===== src/rtl/gpio_pkg.sv =====
package gpio_pkg;
  // word index inside the control page; offset = 0x400 + 4*index
  typedef enum logic [2:0] {
    CI_DIR   = 3'd0,
    CI_SENSE = 3'd1,
    CI_BOTH  = 3'd2,
    CI_POL   = 3'd3,
    CI_IEN   = 3'd4,
    CI_RAW   = 3'd5,
    CI_MSK   = 3'd6,
    CI_CLR   = 3'd7
  } ctl_idx_e;

  localparam int CTL_IDX_W = 3;
endpackage


===== src/rtl/gpio_in_sync.sv =====
module gpio_in_sync #(
  parameter int W      = 8,
  parameter int STAGES = 2
) (
  input  logic         clk,
  input  logic         rst,
  input  logic [W-1:0] d,
  output logic [W-1:0] q
);
  logic [W-1:0] stg [STAGES];

  always_ff @(posedge clk) begin
    if (rst) begin
      for (int k = 0; k < STAGES; k++) stg[k] <= '0;
    end else begin
      stg[0] <= d;
      for (int k = 1; k < STAGES; k++) stg[k] <= stg[k-1];
    end
  end

  assign q = stg[STAGES-1];
endmodule


===== src/rtl/gpio_evt.sv =====
module gpio_evt #(
  parameter int W = 8
) (
  input  logic         clk,
  input  logic         rst,
  input  logic [W-1:0] pin_i,
  input  logic [W-1:0] lvl_i,
  input  logic [W-1:0] both_i,
  input  logic [W-1:0] pol_i,
  input  logic [W-1:0] clr_i,
  output logic [W-1:0] raw_o
);
  logic [W-1:0] prev_q;
  logic [W-1:0] raw_q;
  logic [W-1:0] ev_hit;
  logic [W-1:0] lv_hit;
  logic [W-1:0] raw_next;

  for (genvar g = 0; g < W; g++) begin : g_pin
    logic rise, fall;
    assign rise      = pin_i[g] & ~prev_q[g];
    assign fall      = ~pin_i[g] & prev_q[g];
    assign ev_hit[g] = both_i[g] ? (rise | fall) : (pol_i[g] ? rise : fall);
    assign lv_hit[g] = ~(pin_i[g] ^ pol_i[g]);
    assign raw_next[g] = lvl_i[g] ? lv_hit[g]
                                  : ((raw_q[g] & ~clr_i[g]) | ev_hit[g]);
  end

  always_ff @(posedge clk) begin
    if (rst) begin
      prev_q <= '0;
      raw_q  <= '0;
    end else begin
      prev_q <= pin_i;
      raw_q  <= raw_next;
    end
  end

  assign raw_o = raw_q;

  // edge-mode status never drops without a clear
  p_edge_sticky_r9: assert property (@(posedge clk) disable iff (rst)
    1'b1 |=> ((($past(raw_q) & ~$past(lvl_i) & ~$past(clr_i)) & ~raw_q) == '0))
    else $error("edge status dropped without clear");

  // level-mode status follows the pin one edge later, clear or not
  p_level_track_r8: assert property (@(posedge clk) disable iff (rst)
    1'b1 |=> (((raw_q ^ ~($past(pin_i) ^ $past(pol_i))) & $past(lvl_i)) == '0))
    else $error("level status not following pin");
endmodule


===== src/rtl/gpio_port.sv =====
module gpio_port
  import gpio_pkg::*;
#(
  parameter int N_PINS      = 8,
  parameter int ADDR_W      = 12,
  parameter int SYNC_STAGES = 2
) (
  input  logic              clk,
  input  logic              rst,
  input  logic              bus_wr,
  input  logic              bus_rd,
  input  logic [ADDR_W-1:0] bus_addr,
  input  logic [N_PINS-1:0] bus_wdata,
  output logic [N_PINS-1:0] bus_rdata,
  input  logic [N_PINS-1:0] pad_in,
  output logic [N_PINS-1:0] pad_oe,
  output logic [N_PINS-1:0] pad_out,
  output logic              irq
);
  localparam int MASK_LO  = 2;
  localparam int MASK_HI  = N_PINS + 1;
  localparam int PAGE_LSB = N_PINS + 2;
  localparam int UPPER_W  = ADDR_W - PAGE_LSB;
  localparam int IDX_HI   = MASK_LO + CTL_IDX_W - 1;

  // ---------------- decode ----------------
  logic              in_data, in_ctl;
  logic [N_PINS-1:0] sel_mask;
  ctl_idx_e          idx;
  logic              addr_lsb_unused;

  assign addr_lsb_unused = ^bus_addr[1:0];
  assign in_data  = (bus_addr[ADDR_W-1:PAGE_LSB] == '0);
  assign in_ctl   = (bus_addr[ADDR_W-1:PAGE_LSB] == UPPER_W'(1)) &&
                    (bus_addr[PAGE_LSB-1:IDX_HI+1] == '0);
  assign sel_mask = bus_addr[MASK_HI:MASK_LO];
  assign idx      = ctl_idx_e'(bus_addr[IDX_HI:MASK_LO]);

  // ---------------- state ----------------
  logic [N_PINS-1:0] dir_q, out_q, sense_q, both_q, pol_q, ien_q;
  logic [N_PINS-1:0] rdata_q, rd_next;
  logic              irq_q;
  logic [N_PINS-1:0] pin_s, raw_s, clr_vec, upd_mask;
  logic              wr_data, wr_ctl;

  assign wr_data  = bus_wr & in_data;
  assign wr_ctl   = bus_wr & in_ctl;
  assign upd_mask = sel_mask & dir_q;
  assign clr_vec  = (wr_ctl && idx == CI_CLR) ? bus_wdata : '0;

  gpio_in_sync #(.W(N_PINS), .STAGES(SYNC_STAGES)) u_sync (
    .clk (clk),
    .rst (rst),
    .d   (pad_in),
    .q   (pin_s)
  );

  gpio_evt #(.W(N_PINS)) u_evt (
    .clk    (clk),
    .rst    (rst),
    .pin_i  (pin_s),
    .lvl_i  (sense_q),
    .both_i (both_q),
    .pol_i  (pol_q),
    .clr_i  (clr_vec),
    .raw_o  (raw_s)
  );

  always_ff @(posedge clk) begin
    if (rst) begin
      dir_q   <= '0;
      out_q   <= '0;
      sense_q <= '0;
      both_q  <= '0;
      pol_q   <= '0;
      ien_q   <= '0;
    end else begin
      if (wr_data) out_q <= (out_q & ~upd_mask) | (bus_wdata & upd_mask);
      if (wr_ctl) begin
        case (idx)
          CI_DIR:   dir_q   <= bus_wdata;
          CI_SENSE: sense_q <= bus_wdata;
          CI_BOTH:  both_q  <= bus_wdata;
          CI_POL:   pol_q   <= bus_wdata;
          CI_IEN:   ien_q   <= bus_wdata;
          default:  ;
        endcase
      end
    end
  end

  // ---------------- read path ----------------
  always_comb begin
    rd_next = '0;
    if (in_data) begin
      rd_next = sel_mask & ((dir_q & out_q) | (~dir_q & pin_s));
    end else if (in_ctl) begin
      case (idx)
        CI_DIR:   rd_next = dir_q;
        CI_SENSE: rd_next = sense_q;
        CI_BOTH:  rd_next = both_q;
        CI_POL:   rd_next = pol_q;
        CI_IEN:   rd_next = ien_q;
        CI_RAW:   rd_next = raw_s;
        CI_MSK:   rd_next = raw_s & ien_q;
        default:  rd_next = '0;
      endcase
    end
  end

  always_ff @(posedge clk) begin
    if (rst) begin
      rdata_q <= '0;
      irq_q   <= 1'b0;
    end else begin
      if (bus_rd) rdata_q <= rd_next;
      irq_q <= |(raw_s & ien_q);
    end
  end

  assign bus_rdata = rdata_q;
  assign pad_oe    = dir_q;
  assign pad_out   = out_q;
  assign irq       = irq_q;

  // ---------------- assertions ----------------
  p_idle_hold_r2: assert property (@(posedge clk) disable iff (rst)
    !(bus_wr && in_data) |=> $stable(pad_out))
    else $error("pad_out moved without a data write");

  p_mask_only_r2: assert property (@(posedge clk) disable iff (rst)
    (bus_wr && in_data) |=> (((pad_out ^ $past(pad_out)) & ~$past(sel_mask)) == '0))
    else $error("unselected pin changed");

  p_input_hold_r3: assert property (@(posedge clk) disable iff (rst)
    1'b1 |=> (((pad_out ^ $past(pad_out)) & ~$past(pad_oe)) == '0))
    else $error("input pin output value changed");

  p_unmapped_zero_r12: assert property (@(posedge clk) disable iff (rst)
    (bus_rd && !in_data && !in_ctl) |=> (bus_rdata == '0))
    else $error("unmapped read not zero");

  p_irq_off_r11: assert property (@(posedge clk) disable iff (rst)
    (ien_q == '0) |=> !irq)
    else $error("irq with all enables clear");
endmodule


===== config.mk =====
export PLATFORM = sky130hd
export DESIGN_NAME = gpio_port
export DESIGN_NICKNAME = d
export VERILOG_FILES = /design/src/rtl/gpio_pkg.sv /design/src/rtl/gpio_in_sync.sv /design/src/rtl/gpio_evt.sv /design/src/rtl/gpio_port.sv
export SDC_FILE = /design/constraint.sdc
export NUM_CORES = 1
export LEC_CHECK = 0
export CORE_MARGIN = 2
export CORE_UTILIZATION = 40
export CTS_CLUSTER_DIAMETER = 100
export DETAILED_ROUTE_END_ITERATION = 8
export GPL_TIMING_DRIVEN = 0
export SYNTH_ARGS = -nofsm -noshare
export SYNTH_HDL_FRONTEND = slang
export SYNTH_SLANG_ARGS = --single-unit

===== constraint.sdc =====
create_clock -name clk -period 1.8 [get_ports clk]
set_clock_uncertainty 0.2 [all_clocks]
set_input_delay 0.36 -clock clk [delete_from_list [all_inputs] [get_ports clk]]
set_output_delay 0.36 -clock clk [all_outputs]
set_load 0.1 [all_outputs]

==> results.json <==
{
  "violations": "setup timing",
  "critical_path_arrival_ps": 1980,
  "diodes": 0,
  "final_common_cell": "dfxtp_1",
  "grt_pass1_vias": 3460,
  "cts_root_buf": "clkbuf_8",
  "pwr-share-clk_pct": 36.4,
  "rsz0062_at_grt": "true",
  "drt_iter0_markers": 268,
  "numCtsBuffers": 9,
  "port_buffers": 52,
  "drv_cap": 0,
  "drt-vias-per-instance": 5.51,
  "min_path_type": "primary input to register",
  "place.gp.congestion": 0.890,
  "ios": 57,
  "dr.max_layer_used": "met4",
  "ir_drop_mv": 0.344,
  "required_ps": 1840,
  "wl_met1_um": 5910,
  "post-route-period-util_pct": 108,
  "yosysSeqAreaShare_pct": 42.4,
  "area_delta_synth_final_pct": 27.3,
  "outcome": "finished with violations",
  "die_area_um2": 11300,
  "crit_path_max_fanout": 6,
  "grt_max_degree": 15,
  "slew_headroom_pct": 46.3,
  "top_register": "u_sync.stg",
  "final_cell_mix": "75 x dfxtp_1, 63 x nor2_1, 49 x mux2i_1",
  "fin_ws_ps": -145,
  "period_needed_ps": 1950,
  "finalNonFillerCells": 675,
  "post-route-drc-count": 0,
  "postPlaceCellArea_um2": 4930,
  "final_util_pct": 52.1,
  "stdcell_area_um2": 5350,
  "routedWlPerCell_um": 19.0,
  "ant_nets": 0,
  "power.density_nw_per_um2": 727,
  "internal_power_mw": 2.84,
  "synthCells": 453,
  "largest_reg_flops": 16,
  "cts_num_sinks": 89,
  "synth.cell_area_um2": 4200,
  "synth_nets": 501,
  "nNetsFinal": 582,
  "yosysTopAreaCell": "dfxtp_1",
  "cp-end-kind": "register",
  "dpl.cell_count": 641,
  "synthDistinctLibCells": 41,
  "totalWireLength_um": 12800,
  "routed-wl-met2_um": 5880,
  "grt_use_total_pct": 23.2,
  "start_kind": "primary input",
  "finalSetupViolations": 42,
  "power.share.sequential_pct": 52.2,
  "clockBufferDepth": 2,
  "synth_edf_count": 0,
  "grt_pass1_wl_um": 19700,
  "hpwlAfterDp_um": 8310,
  "vias": 3717,
  "cts_hold_buffers": 0,
  "cts_tree": "yes",
  "leakage_nw": 2.28,
  "coreArea_um2": 10300,
  "start_util_pct": 40.9,
  "drive_above_1_share_pct": 23.7,
  "clk_latency_ps": 370,
  "grt_overflow_total": 0,
  "cts_max_level": 3,
  "netlist.area_leader.share_pct": 42.4,
  "synthArstFlopShare_pct": 0,
  "first_pass_iters": 6,
  "place_ws_ps": -1510,
  "die-height_um": 106,
  "path_clk_slew_ps": 100,
  "avgSynthCellArea_um2": 9.27,
  "synth-seq-cells": 89,
  "tightestPinTransition_ps": 806,
  "die_w_um": 106,
  "share_comb_of_total_power_pct": 11.4,
  "placementRows": 37,
  "finalHoldViolCount": 0,
  "slew_viol_final": 0,
  "antenna_found_initial": 0,
  "synth_ff_type": "dfxtp_1",
  "wl_met3_um": 712,
  "synth.area.top_cells": "dfxtp_1 42%, mux2i_1 12%, nor2_1 5.8%",
  "power_switching_mw": 1.05,
  "yosysWarnings": 0,
  "worst-setup-path-type": "primary input to register",
  "p_sw_share_pct": 27.1,
  "fmax_mhz": 514
}
synthesized netlist by cell type (2+ instances only):
cell,n
a211oi_1,24
dfxtp_1,89
a22o_1,7
ha_1,16
a31oi_1,8
o21ai_0,10
a32o_1,6
or4_1,3
nor4_4,2
a22oi_1,8
a21oi_1,9
inv_1,16
o21ai_1,7
nand3_1,16
clkbuf_1,17
clkinv_1,2
nand2_1,21
xor2_1,8
nand2b_1,6
buf_1,3
nor2_1,65
and4_1,2
buf_2,5
o21bai_1,6
nor2b_1,26
mux2i_1,51
mux2_2,6
cells by family (layout without fill, tap and decap cells):
group	count (synthesis)	count (layout)	synth area share, %
AOI/OAI and AO/OA	91	91	15.1
xor gates and xnor gates	8	8	1.67
adders and majority gates	16	16	4.76
buffers and inverters	44	130	4.17
DFF	89	89	42.4
muxes	58	58	14.3
and+or+nand+nor	147	147	17.6
through the flow:
stage	hold WS, ps	TNS, ps	power, mW
3_3_place_gp	217	-75960	2.47
6_report	126	-4130	3.89
3_5_place_dp	225	-77820	2.48
2_1_floorplan	214	-2530	2.29
5_1_grt	138	-6080	4.03
4_1_cts	77.4	-554	3.89
metal layers:
layer | global-route usage (%) | vias to the layer above
met4 | 8.07 | 0
met5 | 0 | -
met3 | 2.76 | 25
met1 | 32.1 | 1781
li1 | - | 1774
met2 | 37.6 | 137
what timing repair did:
| action | in CTS | in global routing |
|---|---|---|
| gates resized for setup | 193 | 25 |
| endpoints found under the setup margin | 97 | 55 |
| pin swaps | 7 | 9 |
| buffers inserted | 16 | 5 |
critical path, cell delays in order:
cell and delay, ps:
buf_8 100, nor4_4 390, nand3_2 210, buf_6 180
nor4_4 290, buf_12 180, mux2i_1 210, nor2_1 50
area by class of cell:
cell class | instances | area (µm²)
buffer | 24 | 180
clock buffer | 11 | 141
clock inverter | 5 | 55.1
fill | 986 | 4930
inverter | 18 | 73.8
multi-input combinational | 320 | 2370
sequential | 89 | 1800
tap | 136 | 170
timing repair buffer | 72 | 562
path summary, 6_finish.rpt:
check / from / depth (start not counted) / slack, ps / end
setup / recovery: bus_addr[9] / 8 / -150 / both_q[0]$_SDFFE_PP0P_
hold reg to reg: u_sync.stg[0][4]$_SDFF_PP0_ / 1 / 240 / u_sync.stg[0][12]$_SDFF_PP0_
hold / removal: bus_addr[8] / 3 / 130 / bus_rdata[6]$_SDFFE_PP0P_
setup reg to reg: u_sync.stg[0][13]$_SDFF_PP0_ / 7 / 110 / u_evt.raw_o[5]$_SDFF_PP0_
power groups by stage:
| stage | registers (mW) | clock network, mW | logic, mW |
|---|---|---|---|
| after floorplan | 2.13 | 0 | 0.154 |
| after global placement | 2.07 | 0 | 0.400 |
| after detailed placement | 2.07 | 0 | 0.404 |
| after CTS | 2.03 | 1.43 | 0.430 |
| after global routing | 2.04 | 1.53 | 0.469 |
| final | 2.03 | 1.42 | 0.442 |
Note: power is estimated with default switching activity, not from simulation.
